### src/rtl/rtc_win_pkg.sv
package rtc_win_pkg;

    localparam int NUM_REGS = 8;
    localparam int BYTE_W   = 8;
    localparam int FLAT_W   = NUM_REGS * BYTE_W;

    typedef enum logic [2:0] {
        REG_CENT  = 3'd0,
        REG_SEC   = 3'd1,
        REG_MIN   = 3'd2,
        REG_HOUR  = 3'd3,
        REG_DAY   = 3'd4,
        REG_DATE  = 3'd5,
        REG_MONTH = 3'd6,
        REG_YEAR  = 3'd7
    } reg_idx_e;

    localparam int CENT_WFRZ_BIT = 7;
    localparam int CENT_RFRZ_BIT = 6;
    localparam int SEC_STOP_BIT  = 7;
    localparam int DAY_FTEST_BIT = 6;
    localparam int DAY_BATT_BIT  = 7;

    typedef struct packed {
        logic     hit;
        reg_idx_e idx;
    } dec_t;

    typedef struct packed {
        logic rd_frz;
        logic wr_frz;
        logic osc_stop;
        logic ftest;
    } ctrl_t;

    // Bits of each byte that come from (and go back to) the running counters
    function automatic logic [7:0] time_mask(reg_idx_e i);
        case (i)
            REG_CENT:  return 8'h3F;
            REG_SEC:   return 8'h7F;
            REG_MIN:   return 8'h7F;
            REG_HOUR:  return 8'h3F;
            REG_DAY:   return 8'h07;
            REG_DATE:  return 8'h3F;
            REG_MONTH: return 8'h1F;
            default:   return 8'hFF;
        endcase
    endfunction

    // Bits that a software write may store
    function automatic logic [7:0] store_mask(reg_idx_e i);
        if (i == REG_DAY) return 8'h7F;
        return 8'hFF;
    endfunction

    function automatic logic [FLAT_W-1:0] flat_time_mask();
        logic [FLAT_W-1:0] m;
        for (int k = 0; k < NUM_REGS; k++)
            m[k*BYTE_W +: BYTE_W] = time_mask(reg_idx_e'(k));
        return m;
    endfunction

endpackage

### src/rtl/rtc_win_decode.sv
module rtc_win_decode
    import rtc_win_pkg::*;
#(
    parameter int ADDR_W = 11
) (
    input  logic [ADDR_W-1:0] addr,
    output dec_t              dec
);
    localparam int IDX_W = $clog2(NUM_REGS);

    always_comb begin
        dec.hit = &addr[ADDR_W-1:IDX_W];
        dec.idx = reg_idx_e'(addr[IDX_W-1:0]);
    end

endmodule

### src/rtl/rtc_win_freeze.sv
module rtc_win_freeze #(
    parameter int REFRESH_CYCLES = 16
) (
    input  logic clk,
    input  logic rst,
    input  logic rd_frz,
    input  logic wr_frz,
    output logic track,
    output logic load_pulse
);
    localparam int CNT_W = $clog2(REFRESH_CYCLES + 1);
    localparam logic [CNT_W-1:0] CNT_MAX = CNT_W'(REFRESH_CYCLES);

    logic [CNT_W-1:0] settle_cnt;
    logic             wr_frz_d;

    always_ff @(posedge clk) begin
        if (rst) begin
            settle_cnt <= CNT_MAX;
            wr_frz_d   <= 1'b0;
        end else begin
            wr_frz_d <= wr_frz;
            if (rd_frz || wr_frz)
                settle_cnt <= '0;
            else if (settle_cnt != CNT_MAX)
                settle_cnt <= settle_cnt + 1'b1;
        end
    end

    always_comb begin
        track      = (settle_cnt == CNT_MAX) && !rd_frz && !wr_frz;
        load_pulse = wr_frz_d && !wr_frz;
    end

endmodule

### src/rtl/rtc_win_regs.sv
module rtc_win_regs
    import rtc_win_pkg::*;
(
    input  logic              clk,
    input  logic              rst,
    input  logic              wr_en,
    input  reg_idx_e          wr_idx,
    input  logic [7:0]        wdata,
    input  logic              track,
    input  logic [FLAT_W-1:0] live_time,
    output logic [FLAT_W-1:0] user_time,
    output ctrl_t             ctrl
);
    for (genvar g = 0; g < NUM_REGS; g++) begin : g_byte
        localparam logic [7:0] TM = time_mask(reg_idx_e'(g));
        localparam logic [7:0] SM = store_mask(reg_idx_e'(g));
        logic [7:0] q;

        always_ff @(posedge clk) begin
            if (rst)
                q <= 8'h00;
            else if (wr_en && (wr_idx == reg_idx_e'(g)))
                q <= wdata & SM;
            else if (track)
                q <= (q & ~TM) | (live_time[g*BYTE_W +: BYTE_W] & TM);
        end

        assign user_time[g*BYTE_W +: BYTE_W] = q;
    end

    always_comb begin
        ctrl.rd_frz   = user_time[int'(REG_CENT)*BYTE_W + CENT_RFRZ_BIT];
        ctrl.wr_frz   = user_time[int'(REG_CENT)*BYTE_W + CENT_WFRZ_BIT];
        ctrl.osc_stop = user_time[int'(REG_SEC)*BYTE_W + SEC_STOP_BIT];
        ctrl.ftest    = user_time[int'(REG_DAY)*BYTE_W + DAY_FTEST_BIT];
    end

endmodule

### src/rtl/rtc_reg_window.sv
module rtc_reg_window
    import rtc_win_pkg::*;
#(
    parameter int ADDR_W         = 11,
    parameter int REFRESH_CYCLES = 16
) (
    input  logic              clk,
    input  logic              rst,
    input  logic [ADDR_W-1:0] addr,
    input  logic [7:0]        wdata,
    input  logic              we,
    input  logic              re,
    output logic [7:0]        rdata,
    input  logic [63:0]       live_time,
    input  logic              tick_512,
    input  logic              batt_ok,
    output logic              osc_stop,
    output logic              load_pulse,
    output logic [63:0]       load_time
);
    localparam logic [FLAT_W-1:0] TIME_BITS = flat_time_mask();

    dec_t              dec;
    ctrl_t             ctrl;
    logic              track;
    logic              wr_en;
    logic [FLAT_W-1:0] user_time;
    logic [7:0]        view;

    rtc_win_decode #(.ADDR_W(ADDR_W)) u_dec (
        .addr (addr),
        .dec  (dec)
    );

    assign wr_en = we && dec.hit;

    rtc_win_regs u_regs (
        .clk       (clk),
        .rst       (rst),
        .wr_en     (wr_en),
        .wr_idx    (dec.idx),
        .wdata     (wdata),
        .track     (track),
        .live_time (live_time),
        .user_time (user_time),
        .ctrl      (ctrl)
    );

    rtc_win_freeze #(.REFRESH_CYCLES(REFRESH_CYCLES)) u_frz (
        .clk        (clk),
        .rst        (rst),
        .rd_frz     (ctrl.rd_frz),
        .wr_frz     (ctrl.wr_frz),
        .track      (track),
        .load_pulse (load_pulse)
    );

    // Byte presented to software, with the live overrides applied
    always_comb begin
        view = user_time[int'(dec.idx)*BYTE_W +: BYTE_W];
        if (dec.idx == REG_DAY)
            view[DAY_BATT_BIT] = batt_ok;
        if (dec.idx == REG_SEC && ctrl.ftest && !ctrl.osc_stop)
            view[0] = tick_512;
    end

    always_ff @(posedge clk) begin
        if (rst)
            rdata <= 8'h00;
        else if (re)
            rdata <= dec.hit ? view : 8'h00;
    end

    assign osc_stop  = ctrl.osc_stop;
    assign load_time = user_time & TIME_BITS;

endmodule

### config.mk
export PLATFORM = sky130hd
export DESIGN_NAME = rtc_reg_window
export DESIGN_NICKNAME = d
export VERILOG_FILES = /design/src/rtl/rtc_win_pkg.sv /design/src/rtl/rtc_win_decode.sv /design/src/rtl/rtc_win_freeze.sv /design/src/rtl/rtc_win_regs.sv /design/src/rtl/rtc_reg_window.sv
export SDC_FILE = /design/constraint.sdc
export NUM_CORES = 1
export LEC_CHECK = 0
export ABC_AREA = 1
export BUFFER_PORTS_ARGS = -buffer_cell sky130_fd_sc_hd__buf_2
export CELL_PAD_IN_SITES_DETAIL_PLACEMENT = 1
export CELL_PAD_IN_SITES_GLOBAL_PLACEMENT = 1
export CORE_ASPECT_RATIO = 0.9
export CORE_MARGIN = 1.5
export CORE_UTILIZATION = 37
export DETAILED_ROUTE_END_ITERATION = 10
export GPL_TIMING_DRIVEN = 0
export HOLD_SLACK_MARGIN = 0.15
export PLACE_DENSITY = 0.89
export SETUP_SLACK_MARGIN = 0.5
export SLEW_MARGIN = 25
export SYNTH_ARGS = -nofsm -noshare
export SYNTH_HDL_FRONTEND = slang
export SYNTH_SLANG_ARGS = --single-unit
### constraint.sdc
create_clock -name clk -period 3.7 [get_ports clk]
set_clock_uncertainty 0.2 [all_clocks]
set_input_delay 0.555 -clock clk [delete_from_list [all_inputs] [get_ports clk]]
set_output_delay 0.555 -clock clk [all_outputs]
set_load 0.005 [all_outputs]
Yosys cells after proc, flatten, opt, wreduce, memory -nomap -nowiden
Cells that the tools add are included.
Widths: inputs -> output; s select.
Storage, ports and cells
  register bits after elaboration: 78
  bits of input ports: 89
  output and inout bits: 74
  logic and storage cells: 83
Cells by class
  add/subtract/negate cells: 1
  equality and inequality tests: 9
  shift-type cells: 1
  muxes and demuxes: 21
  bitwise logic cells: 7
  reduce and logical (&&, ||, !) cells: 31
Operators by type and width (number)
  $mux 8: 15
  $shiftx 64x7->8: 1
  $or 8x6->8: 3
  $reduce_bool 2->1: 9
  $or 8x7->8: 2
  $logic_and 1x1->1: 14
  $mux 7: 2
  $eq 3x3->1 const B: 4
  $mux 5: 2
  $or 8x3->8: 1
  $or 8x5->8: 1
  $reduce_and 8->1: 1
  $eq 3x2->1 const B: 2
  $add 5x1->5 const B: 1
  $eq 5x5->1 const B: 1
  $ne 5x5->1 const B: 1
  $reduce_or 2->1: 2
  $eq 3x1->1 const B: 1
  $logic_not 1->1: 3
  $logic_not 3->1: 1
  $mux 1: 2
  $logic_or 1x1->1: 1

Longest topological paths before layout
  depth in word-level cells: 5
  mapped depth: 12

Cells and area by module
A second synthesis with hierarchy kept.
Second synthesis, totals
  cell total of the unflattened synthesis: 707
  area total of the unflattened synthesis: 4501.8 µm²
Modules (own cells, without submodules)
  rtc_win_regs: times used 1, cells each 468, area each 3136.8 µm²
  rtc_reg_window: times used 1, cells each 181, area each 993.5 µm²
  rtc_win_freeze: times used 1, cells each 44, area each 307.8 µm²
  rtc_win_decode: times used 1, cells each 14, area each 63.8 µm²

Worst setup path before layout
Ideal clock, no wire load.
  path type: input to register
  start point: in addr[1]
  end point: reg u_regs.g_byte[4].q[2]
  arrival time: 1.548 ns
  slack: 1.825 ns
  stages: 10
  path buffers: 2
  path through: buf_2 inv_1 nand2_1 nor2_2 nand2_1 buf_6 nand2_1 nor2_1 nor2_1 nor2_1
Between the ends
  word-level cells in the longest chain between the ends: 3
  elaborated cells between the ends (all ways): 4
Ends and longest elaborated chain
  start, declared: line rtc_reg_window.sv:9  | input logic [ADDR_W-1:0] addr,
  $eq 3x3->1 *: line rtc_win_regs.sv:22  | else if (wr_en && (wr_idx == reg_idx_e'(g)))
  $logic_and 1x1->1 *: line rtc_win_regs.sv:22
  $mux 7 or $reduce_bool 2->1 (tied branches)
  end signal, assigned: line rtc_win_regs.sv:23  | q <= wdata & SM;
  end signal, assigned: line rtc_win_regs.sv:25  | q <= (q & ~TM) | (live_time[g*BYTE_W +: BYTE_W] & TM);
  end, declared: line rtc_win_regs.sv:17  | logic [7:0] q;
Mark *: on every way between the ends. The rest lies on a longest branch, timed or not.
A chain may end at the register's enable or synchronous reset.

Final worst setup path
  start point: reg u_frz.settle_cnt[0]
  end point: reg u_regs.g_byte[0].q[5]
Between the ends
  word-level cells in the longest chain between the ends: 4
Ends and longest elaborated chain
  start, declared: line rtc_win_freeze.sv:14  | logic [CNT_W-1:0] settle_cnt;
  start signal, assigned: line rtc_win_freeze.sv:26  | settle_cnt <= settle_cnt + 1'b1;
  $eq 5x5->1: line rtc_win_freeze.sv:31  | track = (settle_cnt == CNT_MAX) && !rd_frz && !wr_frz;
  $logic_and 1x1->1 (2 in a row): line rtc_win_freeze.sv:31
  $reduce_bool 2->1 (no source line)
  end signal, assigned: line rtc_win_regs.sv:23
  end signal, assigned: line rtc_win_regs.sv:25
  end, declared: line rtc_win_regs.sv:17
No other way between the ends.

==> impl_results.md <==
- Status: completed
- DR vias: 5,706
- Part of the power in combinational logic: 0.406
- Synth cell types: 26
- H-tree levels: 3
- Critical path class: flop to flop
- Post-synth top flop: dfxtp_1
- TritonCTS clock tree: built
- Setup_tns: 0 ns
- Cell Area, Synth: 4990 sq um
- Violation count after the first detailed-route iteration: about 410
- Crit share post-route: 0.605
- Hold Path Sink: rdata[7]
- Clock buffer depth: 2
- CTS resizes: 0
- Most used routing layer: met2
- Initial core utilization: 0.376
- Tightest Pin Transition: between 0.7 and 0.8 ns
- Most common cell in the netlist: nand2_1
- Unrepaired setup endpoints after global routing: no
- Die width: 125 um
- Crit path max-delay cell type: dfxtp_1
- Num rows: 40
- Sink Count: 77
- Layout cells sized above 1: 0.231
- Maximum vdd drop: approximately 0.22 mV
- Critical path, cell by cell: inv_1 > ha_1 > nand3_1 > inv_1 > nand2_1 > buf_2 > buf_2 > nand3_1 > nand3_1 > nand2_1 > inv_1
- DRT Wirelength: 19,100 um
- Worst r2r src: u_frz.settle_cnt[0]
- I/O pin count: about 160
- Startpoint types: flop
- Initial antenna violation count: 0
- Worst setup EP type: flop
- Clock latency on the worst-skew pair: 0.35 ns
- Final-stage net count: 1,044
- Hold Path Origin: rdata[7]
- Root Buffer: clkbuf_16
- Largest net degree at the start of global routing: 12
- GR Util met1: 0.370
- Drt drc: 0
- Max Cap Viol: 0
- Hold Crit Class: flop to flop
- Drt first pass iters: 5
- F_max: 446 MHz
- Area contributors post-synth: dfxtp_1, nand2_1, nand3_1
- Synth Register Bits: 77
- Pint: 0.00203 W
- Slew HR: 0.515
- Post-synthesis sequential area ratio: 0.309
- Pwr per Cell Area: ~540 nW/um^2
- Mapped Avg Cell Area: 6.19 sq um
- FF-to-FF path depth: 11
- Area share of the largest cell type after synthesis: 0.309
- GPL Wtd Cong: around 1
- TritonCTS Buffers: 9
- Number of enable flip-flop cells after synthesis: 0
- Endpoints failing hold: 0
- Die Ht: about 110 um
- Clk pwr share: 0.260
- Drt via density: just over 5
- First-pass GRT wire length: 29,800 um
- Worst Path Required: between 3 and 4 ns
- Most frequent cells after synthesis: nand2_1, inv_1, nor2_1
- Core Area: roughly 13,000 sq um
- P_sw: roughly 0.0013 W
- Fraction of registers with async set/reset: 0
- Worst hold slack: 0.268 ns
- Final setup vio count: 0
- Hold-fix buffers, CTS: 0
- Grt total ovfl: 0
- Leakage: between 3 and 4 nW
- Setup Fix Bufs, Post-CTS: 0
- Mapped Cells: ~810
- Area leader, netlist: dfxtp_1
- Final Worst Setup Slack: roughly 1.5 ns
- Net Sw Frac: 0.394
- Pre-CTS WS: between 1 and 1.5 ns
- Fin. max-slew vios: 0
- Number of port buffers: around 120
- Die area: roughly 14,000 sq um
- Routed wire per std cell: 17.0 um
- Yosys warning total: 0
- CP arrival: around 2.3 ns
- Diode count: 0
- Vias in the first global route: around 5,500
- Reg-to-reg critical path endpoint: u_regs.g_byte[0].q[5]
- Flop pwr share: 0.335
- Cell depth of the worst hold path: 2
- Hpwl dp: between 10,000 and 15,000 um
- GR Util met2: 0.430
- Worst stage delay on the critical path: 0.40 ns
- DRT antenna net count: 0
- R2R setup slack: around 1.5 ns
- CP max FO: 10
- Total track usage: 0.270
- Clk slew on worst S/H paths: around 0.060 ns
- Area delta synth->final: 23.1%
- Crit path time final: ~2.2 ns
- GR Util met3: 0.0374
==> through the flow <==
| stage | total power, W | cells | instance area, sq um | utilization |
|---|---|---|---|---|
| final | 0.00334 | 1125 | 6140 | 0.463 |
| after global routing | 0.00356 | 1125 | 6140 | 0.463 |
| after CTS | 0.00334 | 1125 | 6140 | 0.463 |
| after detailed placement | 0.00248 | 1110 | 5860 | 0.442 |
| after global placement | 0.00243 | 1110 | 5860 | 0.442 |
| after floorplan | 0.00199 | 821 | 5050 | - |
==> per-layer routing <==
layer | vias to the layer above | share of wire
li1 | 2773 | -
met1 | 2680 | 0.46
met2 | 209 | 0.45
met3 | 44 | 0.057
met4 | 0 | 0.026
met5 | - | 0
==> power groups by stage <==
stage | Combinational (W) | Sequential, W | Clock [W]
after floorplan | 0.000905 | 0.00109 | 0
after global placement | 0.00130 | 0.00113 | 0
after detailed placement | 0.00134 | 0.00113 | 0
after CTS | 0.00136 | 0.00112 | 0.000864
after global routing | 0.00153 | 0.00113 | 0.000900
final | 0.00136 | 0.00112 | 0.000867
==> worst max-delay path by stage <==
| stage | depth (start not counted) | startpoint | end | slack, ns |
|---|---|---|---|---|
| 2_1_floorplan | 10 | addr[1] | u_regs.g_byte[4].q[2] | 1.82 |
| 3_3_place_gp | 10 | addr[3] | u_regs.g_byte[5].q[5] | 1.36 |
| 3_5_place_dp | 10 | addr[9] | u_regs.g_byte[7].q[6] | 1.32 |
| 4_1_cts | 12 | u_frz.settle_cnt[0] | u_regs.g_byte[0].q[0] | 1.47 |
| 5_1_grt | 11 | u_frz.settle_cnt[0] | u_regs.g_byte[0].q[5] | 1.30 |
| 6_report | 11 | u_frz.settle_cnt[0] | u_regs.g_byte[0].q[5] | 1.46 |
==> cells in the final DEF (no fill, tap or decap), types with 4 or more instances in the layout <==
| cell type | netlist | routed |
|---|---|---|
| nand4_1 | 47 | 47 |
| nand3_1 | 108 | 108 |
| buf_2 | 25 | 146 |
| nor2_1 | 121 | 121 |
| dfxtp_1 | 77 | 77 |
| inv_1 | 121 | 121 |
| clkbuf_1 | 13 | 15 |
| conb_1 | 1 | 16 |
| a21oi_1 | 34 | 34 |
| o21ai_0 | 27 | 27 |
| nand2_1 | 159 | 159 |
| buf_4 | 46 | 46 |
| clkbuf_16 | 0 | 9 |
| buf_8 | 4 | 4 |
==> registers in the layout (all words and copies together) (netlist names) <==
register,cells
rdata,8
u_frz.settle_cnt,5
u_frz.wr_frz_d,1
u_regs.g_byte.q,63
==> cell families after synthesis <==
group                      Yosys count  synth area share
and+or+nand+nor                    449             0.404
buffers and inverters              213             0.215
DFF                                 77             0.309
AOI/OAI and AO/OA                   61            0.0612
xor gates and xnor gates             3           0.00527
adders and majority gates            2           0.00501
other                                1          0.000751
==> worst max-delay path: cells and delay by family, from the launching register on <==
family | cells | cell delay, ns
flops | 1 | 0.40
fa+ha+maj | 1 | 0.19
simple gates | 5 | 0.57
buf+inv | 5 | 0.82
==> cell type report <==
type | count | area (sq um)
Multi-Input combinational cell | 531 | 2430
Inverter | 122 | 458
Tap cell | 168 | 210
Sequential cell | 77 | 1540
Clock inverter | 1 | 5.00
Buffer | 91 | 614
Timing Repair Buffer | 121 | 606
Fill cell | 1866 | 7120
Clock buffer | 14 | 274
Power figures use the tool's default switching activity.
